## src/rtl/sram_cyc_pkg.sv

```systemverilog
package sram_cyc_pkg;
  localparam int unsigned LANES  = 4;
  localparam int unsigned DATA_W = 8 * LANES;

  typedef enum logic [2:0] {
    PH_IDLE,
    PH_SETUP,
    PH_STROBE,
    PH_HOLD,
    PH_DONE
  } phase_e;

  // codes 0..3 direct, 4..7 -> 6, 9, 12, 15
  function automatic logic [3:0] wait_cycles(logic [2:0] code);
    logic [4:0] c;
    c = {2'b00, code};
    if (code[2]) return 4'(c + c + c - 5'd6);
    return {1'b0, code};
  endfunction

  function automatic logic [1:0] beats_last(logic [1:0] size);
    case (size)
      2'b00:   return 2'd3;
      2'b01:   return 2'd1;
      default: return 2'd0;
    endcase
  endfunction
endpackage

```

## src/rtl/sram_area_decode.sv

```systemverilog
module sram_area_decode #(
  parameter int unsigned          AREA_W    = 3,
  parameter logic [AREA_W-1:0]    AREA_CODE = 3'b010
) (
  input  logic [AREA_W-1:0] area_i,
  output logic              hit_o
);
  assign hit_o = (area_i == AREA_CODE);
endmodule

```

## src/rtl/sram_cycle_fsm.sv

```systemverilog
module sram_cycle_fsm
  import sram_cyc_pkg::*;
(
  input  logic       clk_i,
  input  logic       rst_ni,
  input  logic       start_i,
  input  logic       skip_i,
  input  logic       setup_i,
  input  logic [2:0] wait_code_i,
  input  logic [1:0] hold_i,
  input  logic [1:0] size_i,
  input  logic       rdy_i,
  output phase_e     phase_o,
  output logic [1:0] beat_o,
  output logic [1:0] size_o,
  output logic       capture_o,
  output logic       idle_o
);
  phase_e     phase_q, phase_d;
  logic [3:0] cnt_q, cnt_d;
  logic [1:0] beat_q, beat_d;
  logic       setup_q;
  logic [3:0] wait_q;
  logic [1:0] hold_q, last_q, size_q;
  logic       beat_end;

  always_comb begin
    phase_d   = phase_q;
    cnt_d     = cnt_q;
    beat_d    = beat_q;
    capture_o = 1'b0;
    beat_end  = 1'b0;
    unique case (phase_q)
      PH_IDLE: begin
        if (start_i) begin
          beat_d = '0;
          if (setup_i) phase_d = PH_SETUP;
          else begin
            phase_d = PH_STROBE;
            cnt_d   = wait_cycles(wait_code_i);
          end
        end else if (skip_i) begin
          phase_d = PH_DONE;
        end
      end
      PH_SETUP: begin
        phase_d = PH_STROBE;
        cnt_d   = wait_q;
      end
      PH_STROBE: begin
        if (cnt_q != 4'd0) cnt_d = cnt_q - 4'd1;
        else if (rdy_i) begin
          capture_o = 1'b1;
          if (hold_q != 2'd0) begin
            phase_d = PH_HOLD;
            cnt_d   = {2'b00, hold_q} - 4'd1;
          end else beat_end = 1'b1;
        end
      end
      PH_HOLD: begin
        if (cnt_q != 4'd0) cnt_d = cnt_q - 4'd1;
        else beat_end = 1'b1;
      end
      PH_DONE: phase_d = PH_IDLE;
      default: phase_d = PH_IDLE;
    endcase

    if (beat_end) begin
      if (beat_q == last_q) phase_d = PH_DONE;
      else begin
        beat_d = beat_q + 2'd1;
        if (setup_q) phase_d = PH_SETUP;
        else begin
          phase_d = PH_STROBE;
          cnt_d   = wait_q;
        end
      end
    end
  end

  always_ff @(posedge clk_i or negedge rst_ni) begin
    if (!rst_ni) begin
      phase_q <= PH_IDLE;
      cnt_q   <= '0;
      beat_q  <= '0;
      setup_q <= 1'b0;
      wait_q  <= '0;
      hold_q  <= '0;
      last_q  <= '0;
      size_q  <= 2'b10;
    end else begin
      phase_q <= phase_d;
      cnt_q   <= cnt_d;
      beat_q  <= beat_d;
      if (phase_q == PH_IDLE && start_i) begin
        setup_q <= setup_i;
        wait_q  <= wait_cycles(wait_code_i);
        hold_q  <= hold_i;
        last_q  <= beats_last(size_i);
        size_q  <= size_i;
      end
    end
  end

  assign phase_o = phase_q;
  assign beat_o  = beat_q;
  assign size_o  = size_q;
  assign idle_o  = (phase_q == PH_IDLE);
endmodule

```

## src/rtl/sram_lane_mux.sv

```systemverilog
module sram_lane_mux
  import sram_cyc_pkg::*;
#(
  parameter int unsigned ADDR_W = 29
) (
  input  logic [1:0]        size_i,
  input  logic [1:0]        beat_i,
  input  logic [ADDR_W-1:0] base_i,
  input  logic [DATA_W-1:0] wdata_i,
  input  logic [LANES-1:0]  be_i,
  input  logic [DATA_W-1:0] rdata_i,
  input  logic [DATA_W-1:0] acc_i,
  output logic [ADDR_W-1:0] addr_o,
  output logic [DATA_W-1:0] wdata_o,
  output logic [LANES-1:0]  lane_we_o,
  output logic [DATA_W-1:0] merge_o
);
  always_comb begin
    unique case (size_i)
      2'b00: begin
        addr_o    = base_i + {{(ADDR_W-2){1'b0}}, beat_i};
        wdata_o   = {LANES{wdata_i[{beat_i, 3'b000} +: 8]}};
        lane_we_o = {{(LANES-1){1'b0}}, be_i[beat_i]};
      end
      2'b01: begin
        addr_o    = base_i + {{(ADDR_W-2){1'b0}}, beat_i[0], 1'b0};
        wdata_o   = {(LANES/2){wdata_i[{beat_i[0], 4'b0000} +: 16]}};
        lane_we_o = {{(LANES-2){1'b0}}, be_i[{beat_i[0], 1'b0} +: 2]};
      end
      default: begin
        addr_o    = base_i;
        wdata_o   = wdata_i;
        lane_we_o = be_i;
      end
    endcase
  end

  for (genvar g = 0; g < LANES; g++) begin : g_lane
    logic [7:0] b;
    always_comb begin
      unique case (size_i)
        2'b00:   b = (beat_i == 2'(g)) ? rdata_i[7:0] : acc_i[8*g +: 8];
        2'b01:   b = (beat_i[0] == 1'(g / 2)) ? rdata_i[8*(g%2) +: 8] : acc_i[8*g +: 8];
        default: b = rdata_i[8*g +: 8];
      endcase
    end
    assign merge_o[8*g +: 8] = b;
  end
endmodule

```

## src/rtl/sram_cycle_gen.sv

```systemverilog
module sram_cycle_gen
  import sram_cyc_pkg::*;
#(
  parameter int unsigned       ADDR_W    = 29,
  parameter int unsigned       AREA_W    = 3,
  parameter logic [AREA_W-1:0] AREA_CODE = 3'b010
) (
  input  logic              clk_i,
  input  logic              rst_ni,
  input  logic              cfg_setup_i,
  input  logic [2:0]        cfg_wait_i,
  input  logic [1:0]        cfg_hold_i,
  input  logic [1:0]        cfg_size_i,
  input  logic              req_valid_i,
  output logic              req_ready_o,
  input  logic              req_write_i,
  input  logic [ADDR_W-1:0] req_addr_i,
  input  logic [DATA_W-1:0] req_wdata_i,
  input  logic [LANES-1:0]  req_be_i,
  output logic              done_o,
  output logic [DATA_W-1:0] rdata_o,
  output logic [ADDR_W-1:0] bus_addr_o,
  output logic              bus_cs_n_o,
  output logic              bus_rd_n_o,
  output logic [LANES-1:0]  bus_we_n_o,
  output logic [DATA_W-1:0] bus_wdata_o,
  input  logic [DATA_W-1:0] bus_rdata_i,
  input  logic              bus_rdy_i
);
  localparam logic [ADDR_W-1:0] WORD_MASK = ~ADDR_W'(LANES - 1);

  phase_e            phase;
  logic [1:0]        beat, size_q;
  logic              capture, idle, hit, accept;
  logic              write_q;
  logic [ADDR_W-1:0] addr_q;
  logic [DATA_W-1:0] wdata_q, rdata_q, merge;
  logic [LANES-1:0]  be_q, lane_we;
  logic              strobe;

  sram_area_decode #(.AREA_W(AREA_W), .AREA_CODE(AREA_CODE)) u_dec (
    .area_i (req_addr_i[ADDR_W-1 -: AREA_W]),
    .hit_o  (hit)
  );

  assign accept = req_valid_i & idle;

  sram_cycle_fsm u_fsm (
    .clk_i       (clk_i),
    .rst_ni      (rst_ni),
    .start_i     (accept & hit),
    .skip_i      (accept & ~hit),
    .setup_i     (cfg_setup_i),
    .wait_code_i (cfg_wait_i),
    .hold_i      (cfg_hold_i),
    .size_i      (cfg_size_i),
    .rdy_i       (bus_rdy_i),
    .phase_o     (phase),
    .beat_o      (beat),
    .size_o      (size_q),
    .capture_o   (capture),
    .idle_o      (idle)
  );

  sram_lane_mux #(.ADDR_W(ADDR_W)) u_mux (
    .size_i    (size_q),
    .beat_i    (beat),
    .base_i    (addr_q),
    .wdata_i   (wdata_q),
    .be_i      (be_q),
    .rdata_i   (bus_rdata_i),
    .acc_i     (rdata_q),
    .addr_o    (bus_addr_o),
    .wdata_o   (bus_wdata_o),
    .lane_we_o (lane_we),
    .merge_o   (merge)
  );

  always_ff @(posedge clk_i or negedge rst_ni) begin
    if (!rst_ni) begin
      write_q <= 1'b0;
      addr_q  <= '0;
      wdata_q <= '0;
      be_q    <= '0;
      rdata_q <= '0;
    end else if (accept) begin
      write_q <= req_write_i;
      addr_q  <= req_addr_i & WORD_MASK;
      wdata_q <= req_wdata_i;
      be_q    <= req_be_i;
      rdata_q <= '0;
    end else if (capture) begin
      rdata_q <= merge;
    end
  end

  assign strobe      = (phase == PH_STROBE);
  assign bus_cs_n_o  = !(phase inside {PH_SETUP, PH_STROBE, PH_HOLD});
  assign bus_rd_n_o  = !(strobe && !write_q);
  assign bus_we_n_o  = ~(lane_we & {LANES{strobe && write_q}});
  assign req_ready_o = idle;
  assign done_o      = (phase == PH_DONE);
  assign rdata_o     = rdata_q;
endmodule

```

## config.mk

```make
export PLATFORM = sky130hd
export DESIGN_NAME = sram_cycle_gen
export DESIGN_NICKNAME = d
export VERILOG_FILES = /design/src/rtl/sram_cyc_pkg.sv /design/src/rtl/sram_area_decode.sv /design/src/rtl/sram_cycle_fsm.sv /design/src/rtl/sram_lane_mux.sv /design/src/rtl/sram_cycle_gen.sv
export SDC_FILE = /design/constraint.sdc
export NUM_CORES = 1
export LEC_CHECK = 0
export ABC_CLOCK_PERIOD_IN_PS = 2230
export BUFFER_PORTS_ARGS = -buffer_cell sky130_fd_sc_hd__buf_2
export CAP_MARGIN = 20
export CORE_UTILIZATION = 40
export DETAILED_ROUTE_END_ITERATION = 8
export GPL_ROUTABILITY_DRIVEN = 0
export PLACE_DENSITY = 0.69
export SYNTH_ARGS = -nofsm -noshare
export SYNTH_HDL_FRONTEND = slang
export SYNTH_SLANG_ARGS = --single-unit
```

## constraint.sdc

```tcl
create_clock -name clk_i -period 2.23 [get_ports clk_i]
set_input_delay 0.3345 -clock clk_i [delete_from_list [all_inputs] [get_ports clk_i]]
set_output_delay 0.3345 -clock clk_i [all_outputs]
set_load 0.05 [all_outputs]
```

Word level (Yosys, flattened, before mapping)
Index checks and enable logic that the tools add are counted.
{"block": "totals", "register_bits": 116, "in_bits": 110, "out_inout_bits": 101, "word_cells": 135}
{"block": "op_classes", "add_sub_neg": 8, "magnitude_cmp": 1, "eq_ne": 22, "n_shift": 3, "n_mux": 60, "n_bitwise": 6, "reduce_logical": 19}
{"operator": "$mux W32", "n": 2}
{"operator": "$mux W8", "n": 8}
{"operator": "$pmux W32 S2", "n": 1}
{"operator": "$pmux W8 S2", "n": 4}
{"operator": "$add A29 B2 Y29", "n": 2}
{"operator": "$pmux W29 S2", "n": 1}
{"operator": "$mux W4", "n": 12}
{"operator": "$shiftx A32 B6 Y16", "n": 1}
{"operator": "$shiftx A32 B6 Y8", "n": 1}
{"operator": "$mux W3", "n": 7}
{"operator": "$ne A3 B2 Y1 const B", "n": 6}
{"operator": "$pmux W4 S4", "n": 1}
{"operator": "$mux W1", "n": 13}
{"operator": "$mux W2", "n": 6}
{"operator": "$pmux W3 S4", "n": 1}
{"operator": "$reduce_and A3 Y1", "n": 4}
{"operator": "$eq A3 B2 Y1 const B", "n": 3}
{"operator": "$pmux W4 S2", "n": 1}
{"operator": "$eq A2 B1 Y1 const B", "n": 3}
{"operator": "$logic_not A2 Y1", "n": 3}
{"operator": "$ne A3 B3 Y1 const B", "n": 2}
{"operator": "$reduce_and A5 Y1", "n": 1}
{"operator": "$add A3 B3 Y4", "n": 1}
{"operator": "$add A4 B3 Y4", "n": 1}
{"operator": "other kinds (26)", "n": 34}

Depth between registers and ports, before layout
{"block": "depth", "ltp_word": 12, "mapped_depth": 9, "ltp_nobuf": 8}

By module
A second synthesis with hierarchy kept.
{"block": "unflattened", "cells_unflattened": 720, "hier_area_um2": 7777.5}
{"mod": "sram_cycle_gen", "n_inst": 1, "cells_per_inst": 251, "area_per_inst_um2": 4090.2, "seq_area_each_um2": 2402.3}
{"mod": "sram_lane_mux", "n_inst": 1, "cells_per_inst": 338, "area_per_inst_um2": 2438.6, "seq_area_each_um2": 0.0}
{"mod": "sram_cycle_fsm", "n_inst": 1, "cells_per_inst": 130, "area_per_inst_um2": 1236.2, "seq_area_each_um2": 501.7}
{"mod": "sram_area_decode", "n_inst": 1, "cells_per_inst": 1, "area_per_inst_um2": 12.5, "seq_area_each_um2": 0.0}

Least setup slack after synthesis
No wires, ideal clock.
{"block": "synth_timing", "path_type": "register to register", "start": "register u_fsm.phase_q[2], in the netlist u_fsm.phase_o[2]", "end": "register addr_q[28]", "setup_ns": 0.118, "arrival_ns": 2.715, "required_time_ns": 2.112, "setup_slack_ns": -0.603, "stages_incl_launch_ff": 8, "n_path_buf": 3, "synth_period_minus_slack_ns": 2.833, "path_cell_list": "dfrtp_1 > clkbuf_8 > nor3_1 > nand2_1 > clkbuf_1 > clkbuf_1 > nand2_1 > nand2_1"}
{"block": "synth_between", "elab_chain_cells": 2}
{"item": "start, declared", "line_no": "sram_cycle_fsm.sv:19", "source": "phase_e phase_q, phase_d;"}
{"item": "start signal, assigned", "line_no": "sram_cycle_fsm.sv:92", "source": "phase_q <= phase_d;"}
{"item": "$logic_not A3 Y1", "line_no": "sram_cycle_fsm.sv:108", "source": "assign idle_o = (phase_q == PH_IDLE);"}
{"item": "net req_ready_o", "line_no": "sram_cycle_gen.sv:15", "source": "output logic req_ready_o,"}
{"item": "$and A1 B1 Y1", "line_no": "sram_cycle_gen.sv:46", "source": "assign accept = req_valid_i & idle;"}
{"item": "end signal, assigned", "line_no": "sram_cycle_gen.sv:88", "source": "addr_q <= req_addr_i & WORD_MASK;"}
{"item": "end, declared", "line_no": "sram_cycle_gen.sv:36", "source": "logic [ADDR_W-1:0] addr_q;"}
The timed path passes the listed nets, and every way through them passes these cells.
A chain may end at the register's enable or synchronous reset.

Final worst setup path
{"block": "layout_timing", "start": "register u_fsm.beat_q[1], in the netlist u_fsm.beat_o[1]", "end": "output port bus_wdata_o[4]"}
{"block": "layout_between", "elab_chain_cells": 2}
{"item": "start, declared", "line_no": "sram_cycle_fsm.sv:21", "source": "logic [1:0] beat_q, beat_d;"}
{"item": "start signal, assigned", "line_no": "sram_cycle_fsm.sv:94", "source": "beat_q <= beat_d;"}
{"item": "$shiftx A32 B6 Y8", "line_no": "sram_lane_mux.sv:22", "source": "wdata_o = {LANES{wdata_i[{beat_i, 3'b000} +: 8]}};"}
{"item": "$pmux W32 S2", "line_no": "sram_lane_mux.sv:19", "source": "unique case (size_i)"}
{"item": "end, declared", "line_no": "sram_cycle_gen.sv:26", "source": "output logic [DATA_W-1:0] bus_wdata_o,"}
Every way passes these cells.

==> impl_metrics.tcl <==
set metrics [dict create \
    status "finished with violations" \
    violations "negative setup slack" \
    cts_tree "yes" \
    synth_top_family_by_area "simple AND/OR/NAND/NOR gates" \
    fmax_mhz 416 \
    grt_pass1_wl_um 29900 \
    synth_nets 796 \
    worst_slack_ns -0.171 \
    yosysWarnings 0 \
    ant_nets 0 \
    synth-compound-area-share_pct 14.1 \
    wl_um 18600 \
    grt_use_total_pct 23.6 \
    fin_tns_setup_ns -4.35 \
    hold_path_class "in -> reg" \
    period_minus_slack_ns 2.40 \
    period_share_pct 108 \
    cts_buffers 17 \
    fin_skew_ns 0.0172 \
    core_um2 15200 \
    maxCapViolations 0 \
    hpwl_um 12700 \
    clock_sinks 116 \
    synth-edff-count 0 \
    placedCellCount 1066 \
    final_cells 1110 \
    yosysUniqueCellTypes 62 \
    final_cell_area_um2 8770 \
    async_flop_share_pct 100 \
    clk_path_buf_depth 2 \
    worst_slew_pin_slew_ns 0.707 \
    area_delta_synth_final_pct 40.5 \
    finalHoldViolCount 0 \
    viasPerCell 5.34 \
    io_buffers 208 \
    netlist_instances 678 \
    synth_flop_cell "dfrtp_1" \
    peakVddDrop_mv 0.969 \
    crit_fanout 6 \
    ios 211 \
    finalNetCount 1025 \
    maxSlewHeadroom_pct 52.5 \
    synth_area_per_cell_um2 9.20 \
    r2r_slack_ns 0.12 \
    powerDensity_nw_per_um2 1870 \
    grt_overflow 0 \
    cpPeakStageDelay_ns 0.51 \
    arrival_ns 2.07 \
    antenna_found_initial 2 \
    grt_pass1_vias 5741 \
    drtIter0Drc 456 \
    yosysSeqAreaShare_pct 46.5 \
    start_util_pct 41.0 \
    cp-end-kind "primary output" \
    worst-setup-path-type "reg -> out" \
    synthMuxAreaShare_pct 10.9 \
    p_leak_nw 4.45 \
    dieArea_um2 16100 \
    die_h_um 127 \
    clk_pin_slew_ns 0.06 \
    rows 45 \
    die_w_um 127 \
    wl_per_cell_um 16.7 \
    placed_cell_area_um2 7700 \
    worst_hold_slack_ns 0.104 \
    root_buffer "clkbuf_16" \
    firstDrtPassIters 5 \
    rsz0062_at_grt "yes" \
    synth_xor_area_share_pct 0.421 \
    synth_fa_ha_area_share_pct 1.60 \
    yosys.area_share.simple_pct 22.4 \
    required_ns 1.90 \
    ys_ff_latch 116 \
    vias 5925 \
    cp_top_family "multiplexers" \
    dpl_worst_slack_ns 0.0403 \
    post_route_cells_drive_above_1_share_pct 37.2 \
    crit_path_start_kind "flop" \
    setup_viol 34 \
    htree_levels 4 \
    cp_cell_sequence "buf_6, mux4_2, and2_4, a221o_2, buf_8" \
    grt_max_degree 64 \
    drc 0 \
    cp.buffers_inverters 2 \
    synth_area_um2 6240 \
    finalMaxSlewViolations 0 \
    critPathSlowestCell "mux4_2" \
    insertion_delay_ns 0.42 \
]
[per-layer routing]
layer  track usage (%)  vias to the layer above  wire length (µm)
li1                  -                     2838                 -
met1              33.2                     2821              8460
met2              36.1                      250              8430
met3              6.75                       16              1460
met4              5.39                        0               212
met5                 0                        -                 0
[power breakdown]
part / switching, mW / internal, mW / leakage [nW]
Clock: 1.01 / 2.16 / 0.323
Sequential: 0.663 / 2.88 / 1.49
Combinational: 6.25 / 3.46 / 2.64
[worst min-delay path, cell delays in order]
cell,delay [ns]
buf_2,0.07
nand2_1,0.04
nand2_1,0.04
[final cells by class]
cell class | instances | area [µm²]
fillers | 1392 | 6430
diodes | 2 | 5.00
repair buffers | 253 | 1680
inverters | 12 | 45.0
clock inverters | 12 | 225
clock buffers | 20 | 457
flip-flops and latches | 116 | 2910
well taps | 188 | 235
multi-input cells | 507 | 3210
[final timing paths]
path	start	end	depth (start not counted)
min reg2reg	addr_q[11]	addr_q[11]	2
min in group asynchronous	rst_ni	wdata_q[2]	2
max in group asynchronous	rst_ni	addr_q[15]	3
min	req_wdata_i[4]	wdata_q[4]	3
max reg2reg	u_fsm.cnt_q[1]	rdata_o[27]	6
max	u_fsm.beat_o[1]	bus_wdata_o[4]	5
[cell usage after synthesis, types with 9 or more instances]
library cell  count  share of area [%]
nand3_1          14                1.1
a21oi_1          22                1.8
dfrtp_1         115                 46
inv_1            12               0.72
o21ai_0          20                1.6
nor3_1           14                1.1
a221o_1          31                5.0
and2_1            9               0.90
nor2_1           14               0.84
o211ai_1         11                1.3
clkbuf_1         33                2.0
nand2_1         226                 14
mux2i_1          42                6.7
[state kept, by name, summed over array words and instances, names as in the netlist, 2 cells and up]
signal / flops
rdata_o: 32
wdata_q: 32
addr_q: 27
be_q: 4
u_fsm.cnt_q: 4
u_fsm.wait_q: 4
u_fsm.phase_o: 3
u_fsm.beat_o: 2
u_fsm.hold_q: 2
u_fsm.last_q: 2
u_fsm.size_o: 2
[layout by cell type, fill, tap and decap left out, types with 13 or more instances in the layout]
master     count
a21oi_1       22
a221o_1       24
buf_2        172
buf_4         38
buf_6         33
clkbuf_16     17
dfrtp_1      114
mux2i_1       42
nand2_1      225
nand3_1       13
nor2_1        13
o21ai_0       19
[timing repair]
action | 4_1_cts | 5_1_grt
setup endpoints to repair | 37 | 52
buffers inserted | 6 | 1
pin swaps | 13 | 6
gates resized for setup | 91 | 5
endpoints found under the hold margin | 35 | 0
gates cloned | 2 | 0
hold buffers | 1 | 0
[metrics by stage]
step,power [mW],utilization [%]
6_report,16.4,57.7
5_1_grt,17.3,57.6
4_1_cts,16.4,57.5
3_5_place_dp,12.1,50.7
3_3_place_gp,12.0,50.7
2_1_floorplan,9.96,-
[cells by family (layout without fill, tap and decap cells)]
group | after synthesis | in the layout
adder cells (fa/ha/maj) | 8 | 8
AND/OR/NAND/NOR | 315 | 317
AO/OA/AOI/OAI | 122 | 122
flip-flops | 116 | 116
other | 0 | 2
multiplexers | 57 | 57
XOR/XNOR | 3 | 3
buffers and inverters | 57 | 297
No activity file was read; power rests on OpenSTA's default activity.
